### src/rtl/mains_guard_pkg.sv
package mains_guard_pkg;

   // Pair of supervision conditions carried between stages
   typedef struct packed {
      logic under;   // bulk rail low
      logic over;    // pin above overvoltage level
   } rail_cond_t;

   localparam rail_cond_t RAIL_RST = '{under: 1'b1, over: 1'b0};

endpackage

### src/rtl/mg_sync.sv
module mg_sync #(
   parameter int  STAGES  = 2,
   parameter logic RST_VAL = 1'b0
) (
   input  logic clk,
   input  logic rst_n,
   input  logic d_i,
   output logic q_o
);
   generate
      if (STAGES == 0) begin : g_bypass
         assign q_o = d_i;
      end else begin : g_chain
         logic [STAGES-1:0] sr;
         always_ff @(posedge clk or negedge rst_n) begin
            if (!rst_n) sr <= {STAGES{RST_VAL}};
            else        sr <= {sr[STAGES-2+((STAGES==1)?1:0):0], d_i};
         end
         assign q_o = sr[STAGES-1];
      end
   endgenerate
endmodule

### src/rtl/mg_confirm.sv
module mg_confirm #(
   parameter int   DELAY   = 8,
   parameter logic RST_VAL = 1'b0
) (
   input  logic clk,
   input  logic rst_n,
   input  logic raw_i,
   output logic state_o
);
   localparam int CW = (DELAY > 2) ? $clog2(DELAY) : 1;
   localparam logic [CW-1:0] LAST = CW'(DELAY - 1);

   logic [CW-1:0] cnt;
   logic          state;

   always_ff @(posedge clk or negedge rst_n) begin
      if (!rst_n) begin
         state <= RST_VAL;
         cnt   <= '0;
      end else if (raw_i == state) begin
         cnt <= '0;
      end else if (cnt == LAST) begin
         state <= raw_i;
         cnt   <= '0;
      end else begin
         cnt <= cnt + 1'b1;
      end
   end

   assign state_o = state;
endmodule

### src/rtl/mg_core.sv
module mg_core (
   input  logic                        clk,
   input  logic                        rst_n,
   input  mains_guard_pkg::rail_cond_t cond_i,
   input  logic                        supply_rst_i,
   output logic                        run_o,
   output logic                        latched_o,
   output logic                        hyst_en_o,
   output logic                        restart_o
);
   logic latch_q;
   logic run_prev;
   logic clear;
   logic run_now;

   assign clear   = supply_rst_i | cond_i.under;
   assign run_now = ~cond_i.under & ~latch_q;

   always_ff @(posedge clk or negedge rst_n) begin
      if (!rst_n) begin
         latch_q  <= 1'b0;
         run_prev <= 1'b0;
      end else begin
         latch_q  <= clear ? 1'b0 : (latch_q | cond_i.over);
         run_prev <= run_now;
      end
   end

   assign run_o     = run_now;
   assign latched_o = latch_q;
   assign hyst_en_o = ~cond_i.under;
   assign restart_o = run_now & ~run_prev;
endmodule

### src/rtl/mains_guard.sv
module mains_guard #(
   parameter int CONFIRM_CYCLES = 7500,
   parameter int SYNC_STAGES    = 2
) (
   input  logic clk,
   input  logic rst_n,
   input  logic bulk_low_i,
   input  logic ovp_hi_i,
   input  logic supply_rst_i,
   output logic run_o,
   output logic latched_o,
   output logic hyst_en_o,
   output logic restart_o
);
   import mains_guard_pkg::*;

   generate
      if (CONFIRM_CYCLES < 2) begin : g_bad_delay
         $error("CONFIRM_CYCLES must be at least 2");
      end
      if (SYNC_STAGES < 0 || SYNC_STAGES > 4) begin : g_bad_sync
         $error("SYNC_STAGES must be within 0..4");
      end
   endgenerate

   rail_cond_t synced;
   rail_cond_t confirmed;

   mg_sync #(.STAGES(SYNC_STAGES), .RST_VAL(RAIL_RST.under)) u_sync_under (
      .clk(clk), .rst_n(rst_n), .d_i(bulk_low_i), .q_o(synced.under));
   mg_sync #(.STAGES(SYNC_STAGES), .RST_VAL(RAIL_RST.over)) u_sync_over (
      .clk(clk), .rst_n(rst_n), .d_i(ovp_hi_i), .q_o(synced.over));

   mg_confirm #(.DELAY(CONFIRM_CYCLES), .RST_VAL(RAIL_RST.under)) u_conf_under (
      .clk(clk), .rst_n(rst_n), .raw_i(synced.under), .state_o(confirmed.under));
   mg_confirm #(.DELAY(CONFIRM_CYCLES), .RST_VAL(RAIL_RST.over)) u_conf_over (
      .clk(clk), .rst_n(rst_n), .raw_i(synced.over), .state_o(confirmed.over));

   mg_core u_core (
      .clk          (clk),
      .rst_n        (rst_n),
      .cond_i       (confirmed),
      .supply_rst_i (supply_rst_i),
      .run_o        (run_o),
      .latched_o    (latched_o),
      .hyst_en_o    (hyst_en_o),
      .restart_o    (restart_o)
   );
endmodule

### config.mk
export PLATFORM = sky130hd
export DESIGN_NAME = mains_guard
export DESIGN_NICKNAME = d
export VERILOG_FILES = /design/src/rtl/mains_guard_pkg.sv /design/src/rtl/mg_sync.sv /design/src/rtl/mg_confirm.sv /design/src/rtl/mg_core.sv /design/src/rtl/mains_guard.sv
export SDC_FILE = /design/constraint.sdc
export NUM_CORES = 1
export LEC_CHECK = 0
export ABC_AREA = 1
export CORE_MARGIN = 4
export CORE_UTILIZATION = 50
export DETAILED_ROUTE_END_ITERATION = 12
export PLACE_DENSITY = 0.68
export SLEW_MARGIN = 0
export SYNTH_ARGS = -nofsm -noshare
export SYNTH_HDL_FRONTEND = slang
export SYNTH_SLANG_ARGS = --single-unit
### constraint.sdc
create_clock -name clk -period 1.7 [get_ports clk]
set_input_delay 0.34 -clock clk [delete_from_list [all_inputs] [get_ports clk]]
set_output_delay 0.34 -clock clk [all_outputs]
set_load 0.005 [all_outputs]
---- Word level (Yosys, flattened, before mapping) ----
Index checks and enable logic that the tools add are counted.
word-level totals
  register bits after elaboration ......... 34
  output and inout port bits .............. 4
cells by class
  $add $sub $neg .......................... 2
  equal/unequal tests ..................... 4
  muxes and demuxes ....................... 5
  bitwise operators ....................... 9
  reduce and logical (&&, ||, !) cells .... 2
operators by type and width
  operator                                        number
  2-to-1 mux 13 bit                               4
  adder 13 x 1 -> 13 bit (second input constant)  2
  equality test 13 bit (second input constant)    2
  inverter 1 bit                                  5
  AND reduction 2 bit                             2
  AND 1 bit                                       2
  equality test 1 bit                             2
  OR 1 bit                                        2
  2-to-1 mux 1 bit                                1

---- Depth between registers and ports, before layout ----
Gate-level depths: netlist of the first run.
  depth in word-level cells ............... 3
  mapped depth ............................ 9
  depth with buffers taken out ............ 9

---- Cells and area by module ----
From an unflattened synthesis of the first run, not the netlist that was laid out.
unflattened totals
  cell total of the unflattened synthesis .. 225
  area, all modules ....................... 1791.7 µm²
by module, submodules not included
  module                      instances  cells each  area each (µm²)  sequential area each (µm²)
  mg_confirm at u_conf_under  1          105         798.3            351.6
  mg_confirm at u_conf_over   1          105         797.0            350.3
  mg_core                     1          11          93.8             50.0
  mg_sync at u_sync_under     1          2           52.6             52.6
  mg_sync at u_sync_over      1          2           50.0             50.0

---- Least setup slack after synthesis of the first run ----
No wires, ideal clock.
  kind .................................... reg2reg
  start ................................... register u_conf_over.cnt[0]
  end ..................................... register u_conf_over.cnt[11]
  arrival time ............................ 1063 ps
  setup slack ............................. 519 ps
  cell stages (with the launch flop) ...... 7
  clock period less this slack ............ 1181 ps
  cell sequence ........................... dfrtp_1 -> ha_1 -> nand2_1 -> nor2_1 -> nand3_2 -> nand2_2 -> nor2_1
on the way
  cells in the longest elaborated chain, start to end .. 3
ends and longest elaborated chain
  item                                                            RTL line                            RTL
  start, declared                                                 mg_confirm.sv:13                    logic [CW-1:0] cnt;
  start signal, assigned                                          mg_confirm.sv:26                    cnt <= cnt + 1'b1;
  adder 13 x 1 -> 13 bit or equality test 13 bit (tied branches)  mg_confirm.sv:26, mg_confirm.sv:22
  2-to-1 mux 13 bit (*)                                           mg_confirm.sv:22                    end else if (cnt == LAST) begin
  2-to-1 mux 13 bit (*)                                           mg_confirm.sv:20                    end else if (raw_i == state) begin
Every way passes the cells marked *; elsewhere a longest branch is shown, timed or not.
A chain may end at the register's enable or synchronous reset.

---- Worst setup path after layout of the first run ----
  start ................................... register u_conf_under.state, in the netlist u_conf_under.state_o
  end ..................................... output port restart_o
on the way
  cells in the longest elaborated chain, start to end .. 3
ends and longest elaborated chain
  item                    RTL line           RTL
  start, declared         mg_confirm.sv:14   logic state;
  start signal, assigned  mg_confirm.sv:23   state <= raw_i;
  inverter 1 bit          mg_core.sv:17      assign run_now = ~cond_i.under & ~latch_q;
  AND 1 bit               mg_core.sv:17
  AND 1 bit               mg_core.sv:32      assign restart_o = run_now & ~run_prev;
  end, declared           mains_guard.sv:13  output logic restart_o
Every way passes these cells.

==> results of run 1 <==
==> per-layer routing <==
| layer | track usage [%] | vias up |
|---|---|---|
| met5 | 0 | - |
| met4 | 6.60 | 0 |
| met3 | 4.89 | 2 |
| met2 | 26.7 | 21 |
| met1 | 22.2 | 617 |
| li1 | - | 692 |
==> layout make-up <==
type / count / area [sq um]
Sequential cell: 34 / 855
Fill cell: 324 / 1380
Inverter: 32 / 120
Multi-Input combinational cell: 150 / 753
Timing Repair Buffer: 11 / 113
Tap cell: 46 / 57.6
Clock buffer: 8 / 58.8
==> state kept, by name (all words and copies together) (netlist names) <==
| signal | flops |
|---|---|
| u_sync_under.g_chain.sr | 2 |
| u_conf_under.state_o | 1 |
| u_conf_over.cnt | 13 |
| u_sync_over.g_chain.sr | 2 |
| u_conf_under.cnt | 13 |
| u_core.latched_o | 1 |
| u_core.run_prev | 1 |
| u_conf_over.state_o | 1 |
==> power breakdown <==
| part | total, W | switching [W] | internal, W |
|---|---|---|---|
| combinational | 0.0000711 | 0.0000429 | 0.0000282 |
| sequential | 0.000840 | 0.0000134 | 0.000826 |
| clock | 0.000462 | 0.000258 | 0.000204 |
==> through the flow <==
stage	std cells	instance area [sq um]
2_1_floorplan	216	1730
3_3_place_gp	271	1890
3_5_place_dp	271	1890
4_1_cts	281	1960
5_1_grt	281	1960
6_report	281	1960
==> worst paths after layout <==
check / from / endpoint
max: u_conf_under.state_o / restart_o
min: u_sync_over.g_chain.sr[0] / u_sync_over.g_chain.sr[1]
max reg2reg: u_conf_over.cnt[0] / u_conf_over.cnt[11]
min reg2reg: u_sync_over.g_chain.sr[0] / u_sync_over.g_chain.sr[1]
max in group asynchronous: rst_n / u_sync_under.g_chain.sr[1]
min in group asynchronous: rst_n / u_conf_over.cnt[6]
==> critical path, delay by kind of cell, from the launching register on <==
family	cells	cell delay, ns
flops	1	0.39
buf+inv	2	0.37
simple gates	1	0.17
==> cell families (layout without fill, tap and decap cells) <==
group	Yosys count	in the layout	share of synthesized area [%]
AOI/OAI and AO/OA	6	6	2.24
xor gates and xnor gates	12	12	6.95
adders and majority gates	2	2	1.45
buffers and inverters	32	51	6.95
DFF	34	34	49.5
and+or+nand+nor	130	130	32.9
==> layout by cell type, fill, tap and decap left out, types with 2 or more instances in the layout <==
cell type / instances
ha_1: 2
nor2_1: 50
nor3_1: 3
nand3_2: 3
clkbuf_4: 5
xnor2_1: 2
xor2_1: 8
inv_1: 31
dfstp_2: 3
dlygate4sd2_1: 2
nand3_1: 10
xor2_2: 2
clkdlybuf4s50_1: 5
dfrtp_1: 31
nand2_2: 6
nand2_1: 47
nand4_1: 4
nor2_2: 6
buf_4: 2
clkbuf_1: 2
o21bai_1: 2
a21oi_1: 2
==> timing repair <==
item	CTS	global route
gates resized for setup	3	1
pin swaps	0	0
hold endpoints to repair	0	0
setup buffers	2	0
endpoints found under the setup margin	3	1
==> flow_metrics.env, run 1 <==
export IMPL_synth_area_top_cells="dfrtp_1 45%, nor2_1 11%, nand2_1 10%"
export IMPL_seq_area_frac_synth_pct=49.5
export IMPL_end_kind="primary output"
export IMPL_ctsHoldBuffers=0
export IMPL_worstPathArrival_ns=1.25
export IMPL_route_top_layer_used="met4"
export IMPL_synth_fp_nets=223
export IMPL_wl_met1_mm=1.56
export IMPL_fin_crit_sh_pct=93.5
export IMPL_pin_count=9
export IMPL_maxCapViolCount=0
export IMPL_required_ns=1.36
export IMPL_synthTopCellsByCount="50 x nor2_1, 47 x nand2_1, 31 x dfrtp_1, 31 x inv_1, 10 x nand3_1"
export IMPL_drive_above_1_share_pct=13.6
export IMPL_h_tree_depth=2
export IMPL_cts_buffers=5
export IMPL_grt_ovfl_total=0
export IMPL_postRouteAntennaNets=0
export IMPL_fmax_ghz=0.629
export IMPL_core_area_sq_um=3340
export IMPL_holdPathStages=0
export IMPL_wire_per_inst_um=10.7
export IMPL_cts_root_buf="clkbuf_4"
export IMPL_nets=241
export IMPL_timing_hold_ws_ns=0.361
export IMPL_worstPathCellList="buf_4 > nor3_1 > clkdlybuf4s15_1"
export IMPL_viasPerCell=4.74
export IMPL_place_ws_ns=0.246
export IMPL_synth_edf_count=0
export IMPL_final_setup_skew_ns=0.0120
export IMPL_grt_pass1_vias=1330
export IMPL_slowest_delay_ns=0.39
export IMPL_final_core_util_pct=58.6
export IMPL_start_kind="register"
export IMPL_cts_tree="built"
export IMPL_grt_antenna_before_repair=0
export IMPL_p_leak_nw=0.864
export IMPL_dieHeight_um=66.8
export IMPL_cpMaxStageDelayCell="dfstp_2"
export IMPL_drc_errors=0
export IMPL_synth_top_area_cell="dfrtp_1"
export IMPL_grt_max_degree=35
export IMPL_firstDrtPassIters=5
export IMPL_grt_first_pass_wirelength_mm=5.71
export IMPL_drv_slew=0
export IMPL_totalPowerFinal_w=0.00137
export IMPL_yosysMostFrequentCell="nor2_1"
export IMPL_hold_violations=0
export IMPL_yosys_register_bits=34
export IMPL_initial_core_util_pct=51.8
export IMPL_synth_cells=216
export IMPL_synth_area_sq_um=1730
export IMPL_hpwl_mm=2.19
export IMPL_status="finished clean"
export IMPL_cellPowerDensity_nw_per_um2=702
export IMPL_criticalPathCategory="register to primary output"
export IMPL_async_flop_share_pct=100
export IMPL_route_met3_wl_um=122
export IMPL_fin_ws_ns=0.111
export IMPL_netlist_area_leader_share_pct=44.9
export IMPL_cp_max_fo=4
export IMPL_clkTransAtPathRegs_ns=0.10
export IMPL_layout_min_cycle_time_ns=1.59
export IMPL_area_growth_pct=13.3
export IMPL_antenna_cells=0
export IMPL_routed_via_count=1332
export IMPL_relSlewSlack_pct=75.2
export IMPL_avgSynthCellArea_sq_um=8.00
export IMPL_cts_sinks=34
export IMPL_dr_wl_met2_mm=1.31
export IMPL_die_width_um=66.8
export IMPL_gp_congestion=0.810
export IMPL_fp_row_count=21
export IMPL_die_area_sq_um=4460
export IMPL_max_clock_path_buffers=2
export IMPL_rsz0062_at_grt="no"
export IMPL_grt_usage_pct=17.1
export IMPL_synth_cell_types=21
export IMPL_yosysWarningCount=0
export IMPL_synth_ff_type="dfrtp_1"
export IMPL_port_buffers=8
export IMPL_setup_viol=0
export IMPL_clock_latency_ns=0.33
export IMPL_hp_class="register to register"
export IMPL_ir_worst_vdd_v=0.000505
export IMPL_drt_iter0_drc=68
export IMPL_reg2reg_depth=6
export IMPL_tightest_slew_ns=0.371
export IMPL_r2r_slack_ns=0.33
export IMPL_setup_tns_ns=0
export IMPL_routed_wl_mm=3.01
No activity file was read; power rests on OpenSTA's default activity.
==> run 2: changes to the inputs <==
--- a/config.mk
+++ b/config.mk
@@ -10,6 +10,7 @@
 export CORE_UTILIZATION = 50
 export DETAILED_ROUTE_END_ITERATION = 12
 export PLACE_DENSITY = 0.68
+export SKIP_CTS_REPAIR_TIMING = 1
 export SLEW_MARGIN = 0
 export SYNTH_ARGS = -nofsm -noshare
 export SYNTH_HDL_FRONTEND = slang
==> constraint.sdc (replaced) <==
create_clock -name clk -period 1.7 [get_ports clk]
set_input_delay 0.34 -clock clk [delete_from_list [all_inputs] [get_ports clk]]
set_output_delay 0.34 -clock clk [all_outputs]
set_load 0.1 [all_outputs]
==> run 2 against run 1 <==
Effect of this change:
- register-to-register slack improved by 0.03 ns
- flip-flop and latch count unchanged
- sequential share of layout area decreased by 0.93 points
- maximum frequency decreased by 1.4%
- critical path depth decreased by 1
- count of clock-buffer cells in the layout decreased by 1
- sequential power about the same
- critical endpoint is now hyst_en_o
- largest power group unchanged
==> flow_metrics.env, run 2 (synthesis results as in run 1) <==
export IMPL_final_cell_mix="49 x nor2_1, 47 x nand2_1, 31 x inv_1, 30 x dfrtp_1, 10 x nand3_1"
export IMPL_switching_power_w=0.000322
export IMPL_grt_max_degree=35
export IMPL_hp_class="input port to async pin"
export IMPL_hold_violations=0
export IMPL_grtUsageMet2_pct=23.6
export IMPL_port_buffers=8
export IMPL_cts_tree="built"
export IMPL_met1_usage_pct=22.8
export IMPL_tightest_slew_ns=0.347
export IMPL_antenna_cells=0
export IMPL_grt_pass1_vias=1262
export IMPL_nFillCells=319
export IMPL_layout_min_cycle_time_ns=1.61
export IMPL_viasPerCell=4.51
export IMPL_fin_crit_sh_pct=94.8
export IMPL_clock_latency_ns=0.34
export IMPL_clkTransAtPathRegs_ns=0.10
export IMPL_final_common_cell="nor2_1"
export IMPL_wire_per_inst_um=10.3
export IMPL_pwr_share_seq_pct=61.0
export IMPL_worstPathArrival_ns=1.27
export IMPL_grt_ovfl_total=0
export IMPL_die_width_um=66.8
export IMPL_required_ns=1.36
export IMPL_cts_root_buf="clkbuf_4"
export IMPL_busiest_layer="met2"
export IMPL_use_met3_pct=5.90
export IMPL_area_growth_pct=16.2
export IMPL_cts_sinks=34
export IMPL_p_int_w=0.00105
export IMPL_totalPowerFinal_w=0.00138
export IMPL_criticalPathCategory="register to primary output"
export IMPL_timing_hold_ws_ns=0.357
export IMPL_maxCapViolCount=0
export IMPL_fmax_ghz=0.620
export IMPL_routed_via_count=1258
export IMPL_final_setup_skew_ns=0.00798
export IMPL_core_area_sq_um=3340
export IMPL_grt_usage_pct=16.6
export IMPL_clkPwrFrac_pct=33.9
export IMPL_nets=239
export IMPL_relSlewSlack_pct=76.8
export IMPL_setup_tns_ns=0
export IMPL_drive_above_1_share_pct=16.3
export IMPL_fp_row_count=21
export IMPL_pin_count=9
export IMPL_setup_viol=0
export IMPL_switching_share_pct=23.4
export IMPL_postRouteAntennaNets=0
export IMPL_drv_slew=0
export IMPL_rsz0062_at_grt="no"
export IMPL_end_kind="primary output"
export IMPL_die_area_sq_um=4460
export IMPL_start_kind="register"
export IMPL_largestRegisters="u_conf_over.cnt: 13 flops, u_conf_under.cnt: 13 flops"
export IMPL_firstDrtPassIters=4
export IMPL_ir_worst_vdd_v=0.000403
export IMPL_hpwl_mm=2.10
export IMPL_h_tree_depth=2
export IMPL_routed_wl_mm=2.86
export IMPL_gp_congestion=0.811
export IMPL_initial_core_util_pct=51.8
export IMPL_cts_buffers=5
export IMPL_combinationalPowerShare_pct=5.1
export IMPL_p_leak_nw=0.881
export IMPL_cellPowerDensity_nw_per_um2=686
export IMPL_drc_errors=0
export IMPL_max_clock_path_buffers=2
export IMPL_status="finished clean"
export IMPL_dieHeight_um=66.8
export IMPL_cp_max_fo=5
export IMPL_grt_first_pass_wirelength_mm=5.46
export IMPL_drt_iter0_drc=68
export IMPL_grt_antenna_before_repair=0
run 2: final timing paths:
| kind | startpoint | endpoint | slack, ns | depth (start not counted) |
|---|---|---|---|---|
| max in group asynchronous | rst_n | u_conf_under.state_o | 1.09 | 2 |
| hold reg to reg | u_sync_over.g_chain.sr[0] | u_sync_over.g_chain.sr[1] | 0.36 | 0 |
| setup / recovery | u_conf_under.state_o | hyst_en_o | 0.09 | 2 |
| setup reg to reg | u_conf_under.cnt[0] | u_conf_under.cnt[8] | 0.36 | 6 |
| min in group clk | u_sync_over.g_chain.sr[0] | u_sync_over.g_chain.sr[1] | 0.36 | 0 |
| hold / removal | rst_n | u_conf_over.cnt[0] | 0.36 | 2 |
run 2: routing by layer:
metal / vias up / wire length, um
met2: 15 / 1160
li1: 687 / -
met1: 551 / 1540
met3: 5 / 107
met4: 0 / 53
met5: - / 0
run 2: stage by stage:
step	setup WS (ns)	utilization [%]	instance area, sq um	instances
2_1_floorplan	-0.0536	-	1750	216
5_1_grt	0.0111	60.2	2010	279
4_1_cts	0.0611	60.2	2010	279
3_3_place_gp	0.406	58.4	1950	271
3_5_place_dp	0.371	58.4	1950	271
6_report	0.0882	60.2	2010	279
run 2: final cells by class:
type / instances / area, sq um / share of cell area (%)
clock inverters: 1 / 5.00 / 0.249
repair buffers: 9 / 140 / 6.98
multi-input cells: 150 / 772 / 38.4
inverters: 32 / 120 / 5.98
clock buffers: 7 / 55.1 / 2.74
well taps: 46 / 57.6 / 2.87
flip-flops and latches: 34 / 858 / 42.7
run 2: power groups by stage:
stage	registers, W	logic [W]	clock network [W]
floorplan	0.000853	0.0000356	0
global placement	0.000855	0.0000725	0
detailed placement	0.000856	0.0000730	0
CTS	0.000840	0.0000733	0.000492
global route	0.000843	0.0000834	0.000532
finish	0.000840	0.0000708	0.000467
run 2: worst max-delay path, cell delays in order, from the launching register on:
cell	delay (ns)
dfstp_2	0.65
inv_1	0.11
buf_12	0.18
==> run 3: changes to the inputs <==
--- a/config.mk
+++ b/config.mk
@@ -11,7 +11,6 @@
 export DETAILED_ROUTE_END_ITERATION = 12
 export PLACE_DENSITY = 0.68
 export SKIP_CTS_REPAIR_TIMING = 1
-export SLEW_MARGIN = 0
 export SYNTH_ARGS = -nofsm -noshare
 export SYNTH_HDL_FRONTEND = slang
 export SYNTH_SLANG_ARGS = --single-unit
==> results of run 3 <==
The final DEF is identical to that of run 2; final timing and power are the same.
